### config.mk
export PLATFORM = sky130hd
export DESIGN_NAME = irq_sample_unit
export DESIGN_NICKNAME = d
export VERILOG_FILES = /design/src/rtl/irq_smp_pkg.sv /design/src/rtl/irq_smp_point.sv /design/src/rtl/irq_pend_latch.sv /design/src/rtl/irq_mask_reg.sv /design/src/rtl/irq_sample_unit.sv
export SDC_FILE = /design/constraint.sdc
export NUM_CORES = 1
export LEC_CHECK = 0
export BUFFER_PORTS_ARGS = -buffer_cell sky130_fd_sc_hd__buf_2
export CORE_AREA = 4 4 41 43
export DETAILED_ROUTE_END_ITERATION = 10
export DIE_AREA = 0 0 45 47
export PLACE_DENSITY_LB_ADDON = 0.15
export SYNTH_ARGS = -nofsm -noshare
export SYNTH_HDL_FRONTEND = slang
export SYNTH_SLANG_ARGS = --single-unit
### constraint.sdc
create_clock -name clk -period 2.8 [get_ports clk]
set_clock_uncertainty 0.05 [all_clocks]
set_input_delay 0.84 -clock clk [delete_from_list [all_inputs] [get_ports clk]]
set_output_delay 0.84 -clock clk [all_outputs]
set_load 0.05 [all_outputs]
### src/rtl/irq_smp_pkg.sv
package irq_smp_pkg;

   // Mask register update selected for one cycle
   typedef enum logic [1:0] {
      MASK_KEEP = 2'd0,
      MASK_SET  = 2'd1,
      MASK_CLR  = 2'd2,
      MASK_LOAD = 2'd3
   } mask_op_e;

   // Priority: entry > return restore > clear > set
   function automatic mask_op_e pick_mask_op(input logic take,
                                             input logic rti_pop,
                                             input logic clr,
                                             input logic set);
      mask_op_e op;
      if (take)         op = MASK_SET;
      else if (rti_pop) op = MASK_LOAD;
      else if (clr)     op = MASK_CLR;
      else if (set)     op = MASK_SET;
      else              op = MASK_KEEP;
      return op;
   endfunction

endpackage

### src/rtl/irq_smp_point.sv
module irq_smp_point #(
   parameter int CYC_W    = 3,
   parameter bit EARLY_EN = 1'b1
) (
   input  logic [CYC_W-1:0] cyc_idx,
   input  logic [CYC_W-1:0] cyc_len,
   input  logic             early_smp,
   output logic             smp_stb
);
   localparam logic [CYC_W-1:0] LATE_OFS  = CYC_W'(2);
   localparam logic [CYC_W-1:0] EARLY_OFS = CYC_W'(3);

   if (CYC_W < 2) begin : g_bad_width
      $error("irq_smp_point: CYC_W must be at least 2");
   end

   logic [CYC_W-1:0] late_pt;
   assign late_pt = cyc_len - LATE_OFS;

   if (EARLY_EN) begin : g_early
      logic [CYC_W-1:0] early_pt;
      logic             early_ok;
      assign early_pt = cyc_len - EARLY_OFS;
      // 2-cycle instructions fall back to the normal point
      assign early_ok = early_smp && (cyc_len >= EARLY_OFS);
      assign smp_stb  = early_ok ? (cyc_idx == early_pt) : (cyc_idx == late_pt);
   end else begin : g_late_only
      logic early_unused;
      assign early_unused = early_smp;
      assign smp_stb      = (cyc_idx == late_pt) | (early_unused & 1'b0);
   end

endmodule

### src/rtl/irq_pend_latch.sv
module irq_pend_latch (
   input  logic clk,
   input  logic rst_n,
   input  logic smp_stb,
   input  logic line_act,
   input  logic insn_end,
   output logic pend
);

   always_ff @(posedge clk) begin
      if (!rst_n)        pend <= 1'b0;
      else if (insn_end) pend <= 1'b0;
      else if (smp_stb)  pend <= line_act;
   end

   AST_PEND_DROPS_AT_END: assert property (@(posedge clk) disable iff (!rst_n)
      insn_end |=> !pend) else $error("pending survived boundary");

   AST_PEND_TRACKS_SAMPLE: assert property (@(posedge clk) disable iff (!rst_n)
      smp_stb && !insn_end |=> pend == $past(line_act)) else $error("sample lost");

   AST_PEND_HOLDS_OFF_POINT: assert property (@(posedge clk) disable iff (!rst_n)
      !smp_stb && !insn_end |=> $stable(pend)) else $error("line leaked in");

endmodule

### src/rtl/irq_mask_reg.sv
module irq_mask_reg import irq_smp_pkg::*; #(
   parameter bit RESET_MASK = 1'b1
) (
   input  logic clk,
   input  logic rst_n,
   input  logic take,
   input  logic rti_pop,
   input  logic rti_mask,
   input  logic clr,
   input  logic set,
   output logic mask
);
   mask_op_e op;
   assign op = pick_mask_op(take, rti_pop, clr, set);

   always_ff @(posedge clk) begin
      if (!rst_n) begin
         mask <= RESET_MASK;
      end else begin
         case (op)
            MASK_SET:  mask <= 1'b1;
            MASK_CLR:  mask <= 1'b0;
            MASK_LOAD: mask <= rti_mask;
            default:   mask <= mask;
         endcase
      end
   end

   AST_RTI_RESTORES: assert property (@(posedge clk) disable iff (!rst_n)
      rti_pop && !take |=> mask == $past(rti_mask)) else $error("restore lost");

   AST_CLR_OPENS: assert property (@(posedge clk) disable iff (!rst_n)
      clr && !rti_pop && !take |=> !mask) else $error("clear lost");

   AST_SET_CLOSES: assert property (@(posedge clk) disable iff (!rst_n)
      set && !rti_pop && !clr |=> mask) else $error("set lost");

endmodule

### src/rtl/irq_sample_unit.sv
module irq_sample_unit import irq_smp_pkg::*; #(
   parameter int CYC_W      = 3,
   parameter bit EARLY_EN   = 1'b1,
   parameter bit RESET_MASK = 1'b1
) (
   input  logic             clk,
   input  logic             rst_n,
   input  logic             irq_n,
   input  logic [CYC_W-1:0] cyc_idx,
   input  logic [CYC_W-1:0] cyc_len,
   input  logic             early_smp,
   input  logic             insn_end,
   input  logic             set_mask,
   input  logic             clr_mask,
   input  logic             rti_pop,
   input  logic             rti_mask,
   output logic             irq_take,
   output logic             mask_flag
);
   logic line_act;
   logic smp_stb;
   logic pend;

   assign line_act = ~irq_n;

   irq_smp_point #(.CYC_W(CYC_W), .EARLY_EN(EARLY_EN)) u_point (
      .cyc_idx  (cyc_idx),
      .cyc_len  (cyc_len),
      .early_smp(early_smp),
      .smp_stb  (smp_stb)
   );

   irq_pend_latch u_pend (
      .clk     (clk),
      .rst_n   (rst_n),
      .smp_stb (smp_stb),
      .line_act(line_act),
      .insn_end(insn_end),
      .pend    (pend)
   );

   irq_mask_reg #(.RESET_MASK(RESET_MASK)) u_mask (
      .clk     (clk),
      .rst_n   (rst_n),
      .take    (irq_take),
      .rti_pop (rti_pop),
      .rti_mask(rti_mask),
      .clr     (clr_mask),
      .set     (set_mask),
      .mask    (mask_flag)
   );

   assign irq_take = insn_end & pend & ~mask_flag;

   AST_ENTRY_MASKS: assert property (@(posedge clk) disable iff (!rst_n)
      irq_take |=> mask_flag) else $error("entry left mask open");

endmodule

* After elaboration in Yosys (flattened, before gate mapping)
Cells that the tools add are included.
Storage, ports and cells: bits in registers 2, input port bits 15, output and inout bits 2, logic and storage cells 24
Operators by class: add/sub/neg operators 2, order comparisons 1, equality and inequality tests 5, multiplexer cells 6, bitwise gates (word level) 5, reductions and logical operators 3
Operator list (count):
- 3-bit equality test | 2
- 2-bit 2-to-1 mux | 3
- 3-bit by 2-bit subtractor with 3-bit output, second input constant | 2
- 2-bit equality test, second input constant | 2
- 3-bit by 2-bit >= comparator with 1-bit output, second input constant | 1
- 1-bit inverter | 3
- 1-bit case mux with 3 select lines | 1
- 3-bit nonzero test | 1
- 1-bit bitwise AND | 2
- 2-bit by 1-bit equality test with 1-bit output, second input constant | 1
- 1-bit 2-to-1 mux | 2
- 2-bit OR reduction | 1
- 1-bit logical AND | 1

* Depth between registers and ports, before layout
depth after elaboration 6, mapped depth 6, gate-level depth less buffers 6

* Modules after synthesis
Synthesis repeated with hierarchy kept, for this count alone.
Unflattened totals: cells, all modules 27, area total of the unflattened synthesis 236.5 um^2
By module, submodules not included:
- irq_smp_point | instances 1, cells an instance 17, area an instance 131.4 um^2, sequential area each 0.0 um^2
- irq_mask_reg | instances 1, cells an instance 5, area an instance 50.0 um^2, sequential area each 20.0 um^2
- irq_pend_latch | instances 1, cells an instance 3, area an instance 42.5 um^2, sequential area each 20.0 um^2
- irq_sample_unit | instances 1, cells an instance 2, area an instance 12.5 um^2, sequential area each 0.0 um^2

* Least setup slack after synthesis
OpenSTA, ideal clock, no wires.
path kind input port to output port, start in insn_end, end out irq_take, arrival time 1.542 ns, path slack 0.368 ns, cell stages on the path 2, path buffers 0, cell sequence nand2_1 -> nor2_1
On the way: word-level cells in the longest chain between the ends 2
RTL lines:
- start, declared | RTL line irq_sample_unit.sv:12 | input logic insn_end,
- 1-bit bitwise AND (2 in a row) | RTL line irq_sample_unit.sv:53 | assign irq_take = insn_end & pend & ~mask_flag;
- end, declared | RTL line irq_sample_unit.sv:17 | output logic irq_take,
Every way passes these cells.

* Worst setup path in the final report
start in cyc_len[0], end reg u_pend.pend
On the way: word-level cells in the longest chain between the ends 3, elaborated cells on any way between the ends 7
RTL lines:
- start, declared | RTL line irq_sample_unit.sv:10 | input logic [CYC_W-1:0] cyc_len,
- 3-bit by 2-bit subtractor with 3-bit output (tied with other cells) | RTL line irq_smp_point.sv:18 | assign late_pt = cyc_len - LATE_OFS;
- 3-bit equality test / 1-bit logical AND (equally long branches) | RTL line irq_smp_point.sv:26, irq_smp_point.sv:25
- 1-bit 2-to-1 mux * | RTL line irq_smp_point.sv:26 | assign smp_stb = early_ok ? (cyc_idx == early_pt) : (cyc_idx == late_pt);
- end signal, assigned | RTL line irq_pend_latch.sv:13 | else if (smp_stb) pend <= line_act;
- end, declared | RTL line irq_pend_latch.sv:7 | output logic pend
Every way passes the cells marked *; elsewhere a longest branch is shown, timed or not. A chain may end at the register's enable or synchronous reset.

==> out/metrics.yaml <==
synth_cells: 25
holdPathEnd: "u_mask.mask"
fin_setup_tns_ns: 0
clock_path_buffers: 2
synth_nets: 43
boundaryPins: 17
top_usage_layer: "met2"
arrival_ns: 2.35
grt_first_pass_wirelength_um: 1117
p_leak_nw: 0.1770
routed_via_density: 4.254
endpoint_kind: "flop"
p_int_w: 0.0001009
clock.fmax_mhz: 437.0
portBuffers: 16
area_growth_pct: 52.15
clock_latency_ns: 0.22
finalSetupViolations: 0
coreArea_mm2: 0.001301
path_clk_slew_ns: 0.03
htree_num_levels: 1
status: "finished, final reports clean"
grt_use_met1_pct: 7.449
worst_pin_slew_ns: 0.3083
multi_input_comb_area_um2: 181.4
dieArea_mm2: 0.002115
switching_share_pct: 30.25
max_slew_margin_pct: 79.30
nets: 64
yosysUniqueCellTypes: 16
initial_core_util_pct: 17.88
fillCellCount: 147
reg2reg_setup_slack_ns: 1.89
power_density_mw_per_mm2: 408.4
cts_tree: "yes"
required_ns: 2.86
vias: 251
layoutNonFillerInstCount: 59
placed_cells: 56
cts_resized: 0
rsz0062_at_grt: "false"
clock-root-buffer: "clkbuf_4"
overflow: 0
syn_area_per_cell_um2: 9.309
hold_path_class: "flop to flop"
power_switching_w: 0.00004374
min_from: "u_mask.mask"
drive_gt1_share_pct: 47.73
antenna_found_initial: 0
maxCapViolCount: 0
dp_slack_ns: 0.2824
rows: 13
dr.pass1.iters: 1
antenna_left: 0
post-route-period-util_pct: 81.73
cts_buffers: 3
p_clk_share_pct: 44.5
place_congestion: 0.7119
yosysSeqAreaShare_pct: 17.20
cts_setup_buffers: 0
dpl.hpwl_um: 619.5
grt_pass1_vias: 299
reg2reg_to: "u_pend.pend"
hold_viol: 0
slew_viol_final: 0
hold_buffers: 0
ys_seq_elements: 2
fin_ws_ns: 0.5114
power_frac_seq_pct: 21.8
ff_latch_area_um2: 40.04
grt_use_total_pct: 7.880
routed_wl_um: 692
pwr-share-comb_pct: 33.6
grt_max_degree: 4
holdPathStages: 2
critPathMaxFanout: 3
fin_crit_ns: 2.289
use_met2_pct: 13.84
r2r_start: "u_pend.pend"
die_w_um: 45
rr_worst_depth: 2
path_class: "primary input to flop"
routedWlPerCell_um: 11.73
diodes: 0
grtUsageMet3_pct: 0
clock-sinks: 2
drt-initial-drc-count: 0
yosysWarningCount: 0
fp.dieH_um: 47
synth_area_um2: 232.7
cp-start-kind: "primary input"
drc: 0
worst_ir_drop_vdd_mv: 0.1132
how the worst max path moves through the flow:
stage                from  slack (ns)     endpoint  depth (start not counted)
6_report       cyc_len[0]        0.51  u_pend.pend                          7
3_3_place_gp   cyc_len[0]        0.31  u_pend.pend                          7
5_1_grt        cyc_len[0]        0.49  u_pend.pend                          7
3_5_place_dp   cyc_len[0]        0.28  u_pend.pend                          7
4_1_cts        cyc_len[0]        0.52  u_pend.pend                          7
2_1_floorplan    insn_end        0.37     irq_take                          2
cell usage after synthesis, drive strengths merged:
cell	instances	area (µm²)
nor3	1	5.000
xor2	2	17.52
nand2	1	3.750
a2111oi	1	27.53
a31oi	1	6.260
ha	3	37.54
nor2	2	7.510
a311o	1	11.26
o2111a	1	11.26
nand3b	1	7.510
dfxtp	2	40.04
xnor2	3	26.28
a21oi	1	5.000
and3	1	6.260
a211o	1	8.760
inv	3	11.26
per-stage QoR:
stage               hold slack [ns]  cell area, µm²  util, %  total power (W)
finish                       0.5334           354.1    27.21        0.0001446
global route                 0.5753           354.1    27.21        0.0001548
CTS                          0.5465           354.1    27.21        0.0001503
detailed placement           0.5388           331.6    25.48       0.00008125
global placement             0.4975           331.6    25.48       0.00007899
floorplan                    0.5398           232.7        -       0.00006206
power groups by stage:
| stage | clock network, W | logic (W) | registers, W |
|---|---|---|---|
| 2_1_floorplan | 0 | 0.0000264 | 0.0000356 |
| 3_3_place_gp | 0 | 0.0000472 | 0.0000318 |
| 5_1_grt | 0.0000695 | 0.0000534 | 0.0000318 |
| 6_report | 0.0000644 | 0.0000486 | 0.0000316 |
| 3_5_place_dp | 0 | 0.0000492 | 0.0000320 |
| 4_1_cts | 0.0000691 | 0.0000495 | 0.0000316 |
critical path, cell delays in order:
cell and delay [ns]:
buf_2 0.12, ha_1 0.19, ha_1 0.17, a211o_1 0.33
a2111oi_4 0.39, a31oi_1 0.07, o2111a_1 0.23
cell type report:
class	instances	area share (%)
timing repair buffer	16	22.61
sequential	2	11.31
multi-input combinational	20	51.24
inverter	3	3.180
tap	15	5.300
clock buffer	3	6.360
layout by cell type, fill, tap and decap left out:
cell        n
inv_1       3
nor2_1      2
and3_1      1
a211o_1     1
o2111a_1    1
nand3b_1    1
dfxtp_1     2
ha_1        3
nor3_1      1
buf_2      16
a21oi_1     1
a311o_2     1
a2111oi_4   1
a31oi_1     1
xnor2_1     3
clkbuf_4    3
xor2_1      2
nand2_1     1
state kept, by name, indices dropped and copies added, names as in the netlist:
signal,count
u_pend.pend,1
u_mask.mask,1
per-layer routing:
layer | wire [µm] | vias to the layer above
li1 | - | 131
met1 | 258 | 109
met3 | 30 | 2
met4 | 19 | 0
met2 | 384 | 9
met5 | 0 | -
logic make-up (layout without fill, tap and decap cells):
logic type	count (synthesis)	in the layout	synth area share (%)
XOR/XNOR	5	5	18.82
flip-flops	2	2	17.20
buffers and inverters	3	22	4.838
AND/OR/NAND/NOR	6	6	12.90
adder cells (fa/ha/maj)	3	3	16.13
AO/OA/AOI/OAI	6	6	30.11
No activity file was read; power rests on OpenSTA's default activity.
